==> config.mk <==
export PLATFORM = sky130hd
export DESIGN_NAME = vr_fault_guard
export DESIGN_NICKNAME = d
export VERILOG_FILES = /design/src/rtl/vr_fault_pkg.sv /design/src/rtl/persist_qual.sv /design/src/rtl/sev_ovp_ctrl.sv /design/src/rtl/vr_fault_guard.sv
export SDC_FILE = /design/constraint.sdc
export NUM_CORES = 1
export LEC_CHECK = 0
export BUFFER_PORTS_ARGS = -buffer_cell sky130_fd_sc_hd__buf_2
export CAP_MARGIN = 10
export CORE_MARGIN = 1.5
export CORE_UTILIZATION = 50
export CTS_CLUSTER_DIAMETER = 30
export CTS_CLUSTER_SIZE = 14
export DETAILED_ROUTE_END_ITERATION = 6
export PLACE_DENSITY = 0.7
export REMOVE_ABC_BUFFERS = 1
export SYNTH_ARGS = -nofsm -noshare
export SYNTH_HDL_FRONTEND = slang
export SYNTH_SLANG_ARGS = --single-unit
==> constraint.sdc <==
create_clock -name clk_i -period 1.67 [get_ports clk_i]
set_input_delay 0.334 -clock clk_i [delete_from_list [all_inputs] [get_ports clk_i]]
set_output_delay 0.334 -clock clk_i [all_outputs]
set_load 0.02 [all_outputs]
==> src/rtl/vr_fault_pkg.sv <==
package vr_fault_pkg;

  typedef enum logic [2:0] {
    FC_NONE = 3'd0,
    FC_OC   = 3'd1,
    FC_SC   = 3'd2,
    FC_OV   = 3'd3,
    FC_UV   = 3'd4,
    FC_SEV  = 3'd5
  } fault_code_e;

  // qualified faults; index 0 has the highest priority
  localparam int unsigned NUM_QUAL = 4;

endpackage

==> src/rtl/persist_qual.sv <==
module persist_qual #(
  parameter int unsigned LIMIT = 8
) (
  input  logic clk_i,
  input  logic rst_ni,
  input  logic arm_i,
  input  logic flag_i,
  output logic hit_o
);

  localparam int unsigned CW = (LIMIT > 1) ? $clog2(LIMIT) : 1;
  localparam logic [CW-1:0] LAST = CW'(LIMIT - 1);

  logic [CW-1:0] cnt_q;

  assign hit_o = arm_i && flag_i && (cnt_q == LAST);

  always_ff @(posedge clk_i or negedge rst_ni) begin
    if (!rst_ni)                cnt_q <= '0;
    else if (!arm_i || !flag_i) cnt_q <= '0;
    else if (cnt_q != LAST)     cnt_q <= cnt_q + 1'b1;
  end

endmodule

==> src/rtl/sev_ovp_ctrl.sv <==
module sev_ovp_ctrl (
  input  logic clk_i,
  input  logic rst_ni,
  input  logic vdd_good_i,
  input  logic hi_i,
  input  logic lo_i,
  output logic active_o,
  output logic ls_o
);

  logic act_q, ls_q;

  always_ff @(posedge clk_i or negedge rst_ni) begin
    if (!rst_ni) begin
      act_q <= 1'b0;
      ls_q  <= 1'b0;
    end else if (!vdd_good_i) begin
      act_q <= 1'b0;
      ls_q  <= 1'b0;
    end else begin
      if (hi_i) act_q <= 1'b1;
      // upper threshold wins if both flags are seen
      if (hi_i)      ls_q <= 1'b1;
      else if (lo_i) ls_q <= 1'b0;
    end
  end

  assign active_o = act_q;
  assign ls_o     = ls_q;

endmodule

==> src/rtl/vr_fault_guard.sv <==
module vr_fault_guard
  import vr_fault_pkg::*;
#(
  parameter int unsigned OC_CYC = 6000,
  parameter int unsigned SC_CYC = 4,
  parameter int unsigned OV_CYC = 50000,
  parameter int unsigned UV_CYC = 50000
) (
  input  logic       clk_i,
  input  logic       rst_ni,
  input  logic       vdd_good_i,
  input  logic       vr_en_i,
  input  logic       pwm_i,
  input  logic       oc_i,
  input  logic       sc_i,
  input  logic       ov_i,
  input  logic       uv_i,
  input  logic       sov_hi_i,
  input  logic       sov_lo_i,
  output logic       hs_en_o,
  output logic       ls_en_o,
  output logic       pgood_o,
  output logic [2:0] fault_code_o
);

  localparam int unsigned LIM [NUM_QUAL] = '{SC_CYC, OC_CYC, OV_CYC, UV_CYC};
  localparam fault_code_e CODE [NUM_QUAL] = '{FC_SC, FC_OC, FC_OV, FC_UV};

  logic                armed;
  logic [NUM_QUAL-1:0] flags, hits;
  fault_code_e         new_code, code_q;
  logic                sev_act, sev_ls, run;

  assign armed = vdd_good_i && vr_en_i;
  assign flags = {uv_i, ov_i, oc_i, sc_i};

  for (genvar g = 0; g < NUM_QUAL; g++) begin : g_qual
    persist_qual #(.LIMIT(LIM[g])) u_qual (
      .clk_i  (clk_i),
      .rst_ni (rst_ni),
      .arm_i  (armed),
      .flag_i (flags[g]),
      .hit_o  (hits[g])
    );
  end

  always_comb begin
    new_code = FC_NONE;
    for (int i = NUM_QUAL - 1; i >= 0; i--) begin
      if (hits[i]) new_code = CODE[i];
    end
  end

  // first ordinary fault; freezes until enable or supply drops
  always_ff @(posedge clk_i or negedge rst_ni) begin
    if (!rst_ni)              code_q <= FC_NONE;
    else if (!armed)          code_q <= FC_NONE;
    else if (code_q == FC_NONE) code_q <= new_code;
  end

  sev_ovp_ctrl u_sev (
    .clk_i      (clk_i),
    .rst_ni     (rst_ni),
    .vdd_good_i (vdd_good_i),
    .hi_i       (sov_hi_i),
    .lo_i       (sov_lo_i),
    .active_o   (sev_act),
    .ls_o       (sev_ls)
  );

  assign run          = armed && (code_q == FC_NONE) && !sev_act;
  assign hs_en_o      = run && pwm_i;
  assign ls_en_o      = sev_act ? sev_ls : (run && !pwm_i);
  assign pgood_o      = run;
  assign fault_code_o = sev_act ? FC_SEV : code_q;

endmodule

==> metrics.md, run 1 <==
| Metric | Value |
|---|---|
| Synthesized instance count | ~280 |
| Estimated wirelength of the detail-placed design | 3860 um |
| Synth-to-Final Area Change | 17.7% |
| Count leader, synth | dfrtp_1 |
| DIE WIDTH | a little under 80 um |
| Compound-Gate Fraction of Synth Area | 0.0867 |
| Nets | 334 |
| Slowest cell on crit path | dfrtp_1 |
| Post-DRT Antenna Nets | 0 |
| Internal power | around 1.7 mW |
| Clock latency on the worst-skew pair | approximately 0.29 ns |
| Tcrit/Tclk final | 1.01 |
| CP required | between 1 and 1.5 ns |
| Cell variety after synth | 50 |
| Gpl congestion | 0.805 |
| Fmax | 594 MHz |
| Critical path class | reg -> out |
| Adder-Cell Fraction of Synth Area | 0.0183 |
| Post-synth EDFFs | 0 |
| Period minus WS final | about 1.7 ns |
| HP Class | in -> async |
| Switching part of the total | 0.219 |
| Critical path peak fanout | 2 |
| FF-to-FF End | code_q[1]$_DFFE_PN0P_ |
| Largest family of logic cells by synthesized area | simple AND/OR/NAND/NOR gates |
| Grt ovf | 0 |
| IO Count | 17 |
| Area fraction of the dominant cell type after synthesis | 0.475 |
| Clock Sinks | 52 |
| GRT Resource Usage Total | 0.204 |
| Dpl cells | approximately 380 |
| Reg2reg start | g_qual[1].u_qual.cnt_q[11]$_DFFE_PN0N_ |
| Seq pwr share | 0.592 |
| Synth area leader | dfrtp_1 |
| Design area | 3230 sq um |
| Seq cells post-synth | 52 |
| Yosys warning count | 0 |
| RSZ-0062 raised after global routing | true |
| DR vias | ~2200 |
| Hold Fails Final Rpt | 0 |
| Hold Buf Count CTS | 0 |
| Core Area | 5200 sq um |
| CTS clk-pin slew, worst paths | ~0.090 ns |
| First-pass GRT wire length | just under 10000 um |
| CP Data Arrival Time | 1.35 ns |
| Pin count of the biggest net entering global routing | between 50 and 60 |
| Worst-Margin Slew | a little under 0.4 ns |
| Core Util, Final | 0.620 |
| CTS root buf | clkbuf_8 |
| Final wirelength | 5610 um |
| Reg2Reg Depth | 5 |
| Die Footprint | just under 6000 sq um |
| CP endpoint | ls_en_o |
| Number of buffers created by CTS | 5 |
| Share of layout cells above drive strength 1 | 0.223 |
| Mean post-synth cell area | ~9.7 sq um |
| Worst Setup End Kind | primary output |
| CP startpoint | code_q[2]$_DFFE_PN0P_ |
| Clock Path Buffers | 2 |
| Post-Synth XOR/XNOR Area | 0.0863 |
| Hold Slack | roughly 0.015 ns |
| Critical Path Stages | 4 |
| DR iter-0 viols | 160 |
| PortBufs | 16 |
| Simple-Gate Fraction of Synth Area | 0.296 |
| Pre-CTS setup slack | just under 0.04 ns |
| R2R Setup Slk | ~0.08 ns |
| CP max stage delay | about 0.40 ns |
| Ys flop type | dfrtp_1 |
| Gate power share | 0.058 |
| Post-synthesis mux area share | 0.0146 |
| Die Ht | 77.0 um |
| Status | finished with violations |
| Via/cell ratio | about 5.7 |
| Area of placed instances | a little over 3000 sq um |
| Max Cap Viol | 0 |
| Avg WL per Cell | around 14 um |
| Final WS setup | -0.0141 ns |
| Worst Path Buf+Inv | 1 |
| Max VDD drop | between 0.0006 and 0.0007 V |
| Vias in the first global route | about 2200 |
| DRT Pass-1 Iters | 4 |
| DR DRC count | 0 |
| Share of synthesized flip-flops with an asynchronous set or reset | 1.00 |
| Row count | 26 |
| Sequential share of the synthesized area | 0.475 |
| CP cell instances | nor2_2, nand2_2, o41ai_2, buf_2 |
| Initial Util | 0.527 |
| Part of the power in the clock network | 0.350 |
| Inserted Diodes | 0 |
| H-tree depth | 2 |
| Max Slew Vio Count | 0 |
| Most frequent cells after synthesis | 52 x dfrtp_1, 43 x nor2_1, 22 x nand2_1 |
| Critical Path Start Type | register |
| TritonCTS clock tree | built |
| Leak | about 1.4 nW |
| Slew headroom | 0.739 |
| Pwr dens | 668 nW/um^2 |
| Setup Viol. Count Final | 2 |
| Sw power | 472 uW |
| Initial antenna violation count | 0 |
| Worst Clk Skew | a little over 0.006 ns |
| Failing checks | negative setup slack |
| Crit path max-delay family | flip-flops |
| Synth area leaders | dfrtp_1 47%, nor2_1 5.9%, xor2_1 4.5% |
| Netlist Area Pre-Place | approximately 2700 sq um |
| Final Instance Count excl. Fillers | slightly below 400 |
-- cell families (layout without fill, tap and decap cells) --
kind of cell	after synthesis	after routing
multiplexers	4	4
adder cells (fa/ha/maj)	4	4
AND/OR/NAND/NOR	146	146
XOR/XNOR	27	27
AO/OA/AOI/OAI	35	35
buffers and inverters	15	51
flip-flops	52	52
-- repair_timing --
action,in CTS,in global routing
setup buffers,3,0
setup endpoints to repair,3,14
pin swaps,1,1
endpoints found under the hold margin,0,0
resized for setup,6,12
gates cloned,0,0
-- area by class of cell --
type	instances	area (sq um)
repair buffers	38	267
multi-input cells	216	1450
fillers	446	1980
clock buffers	7	96.3
flip-flops and latches	52	1300
well taps	70	87.6
inverters	6	22.5
-- cells in the final DEF, fill, tap and decap left out, types with 5 or more instances in the layout --
master,count
dfrtp_1,52
nor2_1,42
buf_4,22
nand2_1,21
nand3_1,14
xor2_1,14
buf_2,14
xnor2_1,13
nand4_1,9
a21oi_1,8
clkbuf_8,7
nor4_1,6
inv_1,6
nor3_1,6
o21ai_0,6
and4_1,5
-- metal layers --
layer	vias to the layer above	global-route usage	part of all wire
li1	1080	-	-
met1	1071	0.282	0.47
met2	43	0.329	0.49
met3	4	0.0405	0.040
met4	0	0.0545	0.0071
met5	-	0	0
-- sequential cells by signal (all words and copies together) (netlist names) --
signal	count
u_sev.active_o	1
g_qual.u_qual.cnt_q	47
u_sev.ls_o	1
code_q	3
-- how the worst min path moves through the flow --
stage,start,to,slack (ns),depth (start not counted)
after CTS,rst_ni,g_qual[1].u_qual.cnt_q[6]$_DFFE_PN0N_,0.02,2
after detailed placement,rst_ni,g_qual[1].u_qual.cnt_q[6]$_DFFE_PN0N_,0.35,2
after global placement,rst_ni,g_qual[1].u_qual.cnt_q[6]$_DFFE_PN0N_,0.35,2
after floorplan,rst_ni,code_q[0]$_DFFE_PN0P_,0.04,0
after global routing,rst_ni,g_qual[1].u_qual.cnt_q[8]$_DFFE_PN0N_,0.04,2
final,rst_ni,g_qual[1].u_qual.cnt_q[6]$_DFFE_PN0N_,0.01,2
-- worst reg2reg max path, stage by stage (launching register included) --
cell	delay [ns]
dfrtp_1	0.40
nand4b_1	0.25
nor4_4	0.28
buf_4	0.20
a311oi_2	0.10
o221a_2	0.24
-- power by group through the flow --
| stage | logic [mW] | clock network [mW] | registers (mW) |
|---|---|---|---|
| floorplan | 0.0453 | 0 | 1.30 |
| global placement | 0.120 | 0 | 1.30 |
| detailed placement | 0.121 | 0 | 1.30 |
| CTS | 0.125 | 0.783 | 1.27 |
| global route | 0.140 | 0.830 | 1.28 |
| finish | 0.125 | 0.754 | 1.27 |
-- per-stage QoR --
stage	power [mW]	TNS (ns)
finish	2.15	-0.0269
global placement	1.42	0
CTS	2.18	-0.0256
floorplan	1.34	-0.264
detailed placement	1.42	0
global route	2.25	-0.307
(Power assumes the default switching activity.)
==> inputs of run 2 (changes only) <==
Settings changed: PLACE_DENSITY 0.7 to 0.79.
==> metrics.md, run 2 (synthesis gave the netlist of run 1 again) <==
| Metric | Value |
|---|---|
| DR DRC count | 0 |
| Met2 Wirelength | around 2800 um |
| Core Util, Final | 0.627 |
| Top flop regs | g_qual.u_qual.cnt_q: 47 flops, code_q: 3 flops |
| Fill count | 425 |
| Core Area | 5200 sq um |
| Gpl congestion | just under 0.9 |
| Clock latency on the worst-skew pair | between 0.3 and 0.4 ns |
| Slew headroom | 0.744 |
| Share of layout cells above drive strength 1 | 0.232 |
| Initial Util | 0.527 |
| Worst-Margin Slew | ~0.38 ns |
| Final wirelength | around 5700 um |
| Failing checks | negative setup slack |
| Number of flip-flops in the largest register | 47 |
| Max Cap Viol | 0 |
| GRT Resource Usage Total | 0.207 |
| Clock Sinks | 52 |
| FF-to-FF End | g_qual[3].u_qual.cnt_q[3]$_DFFE_PN0P_ |
| Post-DRT Antenna Nets | 0 |
| Worst Clk Skew | between 0.008 and 0.009 ns |
| IO Count | 17 |
| Clock Path Buffers | 2 |
| Commonest non-fill, non-tap cells in the layout | 51 x dfrtp_1, 42 x nor2_1, 24 x buf_4 |
| CP Data Arrival Time | 1.40 ns |
| Worst Setup End Kind | primary output |
| PortBufs | 16 |
| Period minus WS final | around 1.7 ns |
| CTS root buf | clkbuf_8 |
| Max Used Layer | met4 |
| Critical Path Start Type | register |
| Register area | about 1300 sq um |
| Synth-to-Final Area Change | 19.0% |
| Vias in the first global route | 2199 |
| Inserted Diodes | 0 |
| Avg WL per Cell | 14.4 um |
| Setup Viol. Count Final | 3 |
| H-tree depth | 2 |
| CTS clk-pin slew, worst paths | roughly 0.09 ns |
| Multi-input gate area | 1440 sq um |
| Hold Buf Count CTS | 0 |
| HP Class | in -> async |
| Nets | ~340 |
| Estimated wirelength of the detail-placed design | roughly 4000 um |
| DR iter-0 viols | a little over 100 |
| Hold Fails Final Rpt | 0 |
| Pwr dens | just under 700 nW/um^2 |
| Pin count of the biggest net entering global routing | between 50 and 60 |
| DRT Pass-1 Iters | 5 |
| Biggest register | g_qual.u_qual.cnt_q |
| Status | finished with violations |
| First-pass GRT wire length | 9960 um |
| Reg2reg start | g_qual[3].u_qual.cnt_q[11]$_DFFE_PN0P_ |
| Met3 WL | 207 um |
| Setup TNS | -0.122 ns |
| Die Footprint | 5940 sq um |
| Critical path class | reg -> out |
| DR vias | about 2200 |
| Number of buffers created by CTS | 5 |
| Reg2Reg Depth | 4 |
| DIE WIDTH | 77.0 um |
| Via/cell ratio | roughly 5.7 |
| R2R Setup Slk | 0.08 ns |
| Leak | around 1.4 nW |
| Max Slew Vio Count | 0 |
| Die Ht | 77.0 um |
| Final WS setup | -0.0633 ns |
| TritonCTS clock tree | built |
| Initial antenna violation count | 0 |
| Row count | 26 |
| Area of placed instances | approximately 3000 sq um |
| Tcrit/Tclk final | 1.04 |
| Fmax | slightly below 600 MHz |
| CP required | 1.34 ns |
| Design area | about 3300 sq um |
| Critical path peak fanout | 2 |
| RSZ-0062 raised after global routing | true |
| Grt ovf | 0 |
| Max VDD drop | between 0.0007 and 0.0008 V |
| Met1 wire length | about 2600 um |
| Most common cell after layout, fill and taps aside | dfrtp_1 |
==> run 2: layout make-up <==
type                    count  share of cell area
multi-input cells         216               0.442
flip-flops and latches     52               0.399
inverters                   6             0.00690
clock inverters             2              0.0107
clock buffers               6              0.0222
repair buffers             41              0.0917
well taps                  70              0.0269
==> run 2: critical path, cell delays in order (launching register included) <==
cell and delay (ns):
dfrtp_1 0.41, nor2_2 0.16, nand2_2 0.10, nor3_4 0.15
and2_4 0.17, buf_6 0.11
==> run 2: worst max path at each step <==
| stage | startpoint | to |
|---|---|---|
| 2_1_floorplan | vdd_good_i | hs_en_o |
| 3_3_place_gp | g_qual[1].u_qual.cnt_q[0]$_DFFE_PN0N_ | code_q[1]$_DFFE_PN0P_ |
| 3_5_place_dp | g_qual[1].u_qual.cnt_q[0]$_DFFE_PN0N_ | code_q[1]$_DFFE_PN0P_ |
| 4_1_cts | code_q[0]$_DFFE_PN0P_ | hs_en_o |
| 5_1_grt | code_q[2]$_DFFE_PN0P_ | hs_en_o |
| 6_report | code_q[2]$_DFFE_PN0P_ | hs_en_o |
==> run 2: through the flow <==
stage	cells	worst slack [ns]	hold WS, ns	total power, mW
floorplan	274	-0.178	0.0384	1.34
global placement	379	0.00367	0.346	1.42
detailed placement	379	-0.0400	0.347	1.42
CTS	391	-0.0546	0.00726	2.26
global route	393	-0.140	0.0264	2.32
finish	393	-0.0633	0.00922	2.25
==> run 2: where the power goes <==
group	total (mW)	switching, mW	internal [mW]
Sequential	1.27	0.00852	1.27
Combinational	0.132	0.0801	0.0515
Clock	0.844	0.399	0.445
==> run 2: repair_timing <==
action | 4_1_cts | 5_1_grt
pin swaps | 1 | 1
endpoints found under the setup margin | 6 | 15
resized for setup | 6 | 15
buffers inserted | 4 | 2
==> run 2: layer usage <==
metal,global-route usage,vias to the layer above
met4,0.0745,0
met1,0.270,1095
met3,0.0440,9
met5,0,-
li1,-,1088
met2,0.339,50
==> inputs of run 3 (changes only) <==
Settings changed: CORE_UTILIZATION 50 to 60, PLACE_DENSITY 0.79 to 0.88.
Clock period 1.67 ns to 1.79 ns, I/O delays scaled along.
==> metrics.md, run 3 (synthesis gave the netlist of run 1 again) <==
| Metric | Value |
|---|---|
| DRT Pass-1 Iters | 4 |
| Sw power | roughly 460 uW |
| CTS clk-pin slew, worst paths | around 0.1 ns |
| Gate power share | 0.061 |
| Post-DRT Antenna Nets | 0 |
| Core Util, Final | 0.712 |
| Slew headroom | 0.705 |
| Max VDD drop | between 0.0005 and 0.0006 V |
| Nets | 329 |
| Grt met2 use | 0.442 |
| Initial Util | 0.625 |
| Switching part of the total | 0.235 |
| Most Crowded Layer GR | met2 |
| Final wirelength | approximately 6100 um |
| Leak | 1.36 nW |
| CP cell instances | nor2_2, nand2_2, o41ai_4, buf_4 |
| Area of placed instances | 2960 sq um |
| Number of buffers created by CTS | 5 |
| Grt ovf | 0 |
| Commonest non-fill, non-tap cells in the layout | 52 x dfrtp_1, 42 x nor2_1, 21 x nand2_1 |
| Design area | ~3100 sq um |
| CP max stage delay | ~0.41 ns |
| Clock latency on the worst-skew pair | 0.30 ns |
| Max Slew Vio Count | 0 |
| Hold Fails Final Rpt | 0 |
| DR vias | 2237 |
| DR iter-0 viols | roughly 160 |
| HP Class | in -> async |
| Top flop regs | g_qual.u_qual.cnt_q: 47 flops, code_q: 3 flops |
| Status | finished clean |
| Internal power | 1.49 mW |
| Estimated wirelength of the detail-placed design | 4110 um |
| Period minus WS final | between 1.5 and 2 ns |
| Worst Clk Skew | 0.0129 ns |
| IO Count | 17 |
| DR DRC count | 0 |
| Seq pwr share | 0.611 |
| Max Cap Viol | 0 |
| Die Ht | about 71 um |
| DIE WIDTH | around 71 um |
| Critical Path Start Type | register |
| Part of the power in the clock network | 0.328 |
| First-pass GRT wire length | around 10000 um |
| Vias in the first global route | about 2300 |
| CTS root buf | clkbuf_8 |
| RSZ-0062 raised after global routing | true |
| Pwr dens | ~620 nW/um^2 |
| Met1 GRT Util | 0.323 |
| Biggest register | g_qual.u_qual.cnt_q |
| Die Footprint | around 5000 sq um |
| Clock Path Buffers | 2 |
| Fmax | approximately 570 MHz |
| Tcrit/Tclk final | 0.982 |
| Gpl congestion | between 0.8 and 0.9 |
| Slowest cell on crit path | dfrtp_1 |
| Row count | 24 |
| Core Area | 4380 sq um |
| PortBufs | 16 |
| Pin count of the biggest net entering global routing | 53 |
| Number of flip-flops in the largest register | 47 |
| TritonCTS clock tree | built |
| CP Data Arrival Time | roughly 1.4 ns |
| Setup Viol. Count Final | 0 |
| Critical path peak fanout | 2 |
| Via/cell ratio | 6.11 |
| CP required | about 1.4 ns |
| Initial antenna violation count | 0 |
| GRT Resource Usage Total | 0.252 |
| Avg WL per Cell | 16.5 um |
| Worst-Margin Slew | 0.439 ns |
| Critical path class | reg -> out |
| Share of layout cells above drive strength 1 | 0.194 |
| Met3 GRT Util | 0.0427 |
| Inserted Diodes | 0 |
| Synth-to-Final Area Change | 13.8% |
| H-tree depth | 2 |
| Worst Setup End Kind | primary output |
| Clock Sinks | between 50 and 60 |
| Setup TNS | 0 ns |
| Most common cell after layout, fill and taps aside | dfrtp_1 |
==> run 3: final timing paths <==
kind                                                       start                               endpoint  slack, ns  depth (start not counted)
setup reg to reg           g_qual[2].u_qual.cnt_q[0]$_DFFE_PN0P_                  code_q[1]$_DFFE_PN0P_       0.06                          5
min in group clk_i                                      sov_hi_i             u_sev.active_o$_DFFE_PN0P_       0.28                          2
hold reg to reg            g_qual[0].u_qual.cnt_q[1]$_DFFE_PN0N_  g_qual[0].u_qual.cnt_q[1]$_DFFE_PN0N_       0.55                          2
setup / recovery                           code_q[0]$_DFFE_PN0P_                                ls_en_o       0.03                          4
max in group asynchronous                                 rst_ni  g_qual[3].u_qual.cnt_q[0]$_DFFE_PN0P_       1.52                          2
hold / removal                                            rst_ni  g_qual[2].u_qual.cnt_q[6]$_DFFE_PN0P_       0.02                          2
==> run 3: per-layer routing <==
layer / share of wire / up-vias
met5: 0 / -
met4: 0.014 / 0
met3: 0.043 / 8
met2: 0.51 / 59
met1: 0.43 / 1092
li1: - / 1078
==> run 3: critical path: cells and delay by family, from the launching register on <==
family                 cells  cell delay, ns
flip-flops                 1            0.41
AND/OR/NAND/NOR            2            0.25
AO/OA/AOI/OAI              1            0.24
buffers and inverters      1            0.20
==> run 3: repair_timing <==
item | 4_1_cts | 5_1_grt
resized for setup | 4 | 8
hold endpoints to repair | 0 | 0
gates cloned | 0 | 0
setup endpoints to repair | 2 | 7
hold buffers | 0 | 0
setup buffers | 2 | 1
pin swaps | 2 | 3
==> run 3: power groups by stage <==
stage	clock network, mW	registers, mW	logic (mW)
2_1_floorplan	0	1.21	0.0422
3_3_place_gp	0	1.21	0.107
3_5_place_dp	0	1.21	0.111
4_1_cts	0.646	1.19	0.114
5_1_grt	0.687	1.19	0.131
6_report	0.639	1.19	0.119
==> run 3: final cells by class <==
type                    count  area [sq um]
inverters                   6          22.5
multi-input cells         216          1430
repair buffers             33           229
fillers                   321          1260
clock buffers               6          72.6
clock inverters             1          5.00
flip-flops and latches     52          1300
well taps                  52          65.1
==> run 3: metrics by stage <==
step           instances  hold WS, ns  setup slack [ns]  power [mW]
2_1_floorplan        274       0.0624            -0.106        1.25
3_3_place_gp         356        0.370             0.145        1.32
3_5_place_dp         356        0.372            0.0735        1.32
4_1_cts              365       0.0537           -0.0684        1.95
5_1_grt              366       0.0577           -0.0378        2.01
6_report             366       0.0217            0.0331        1.95
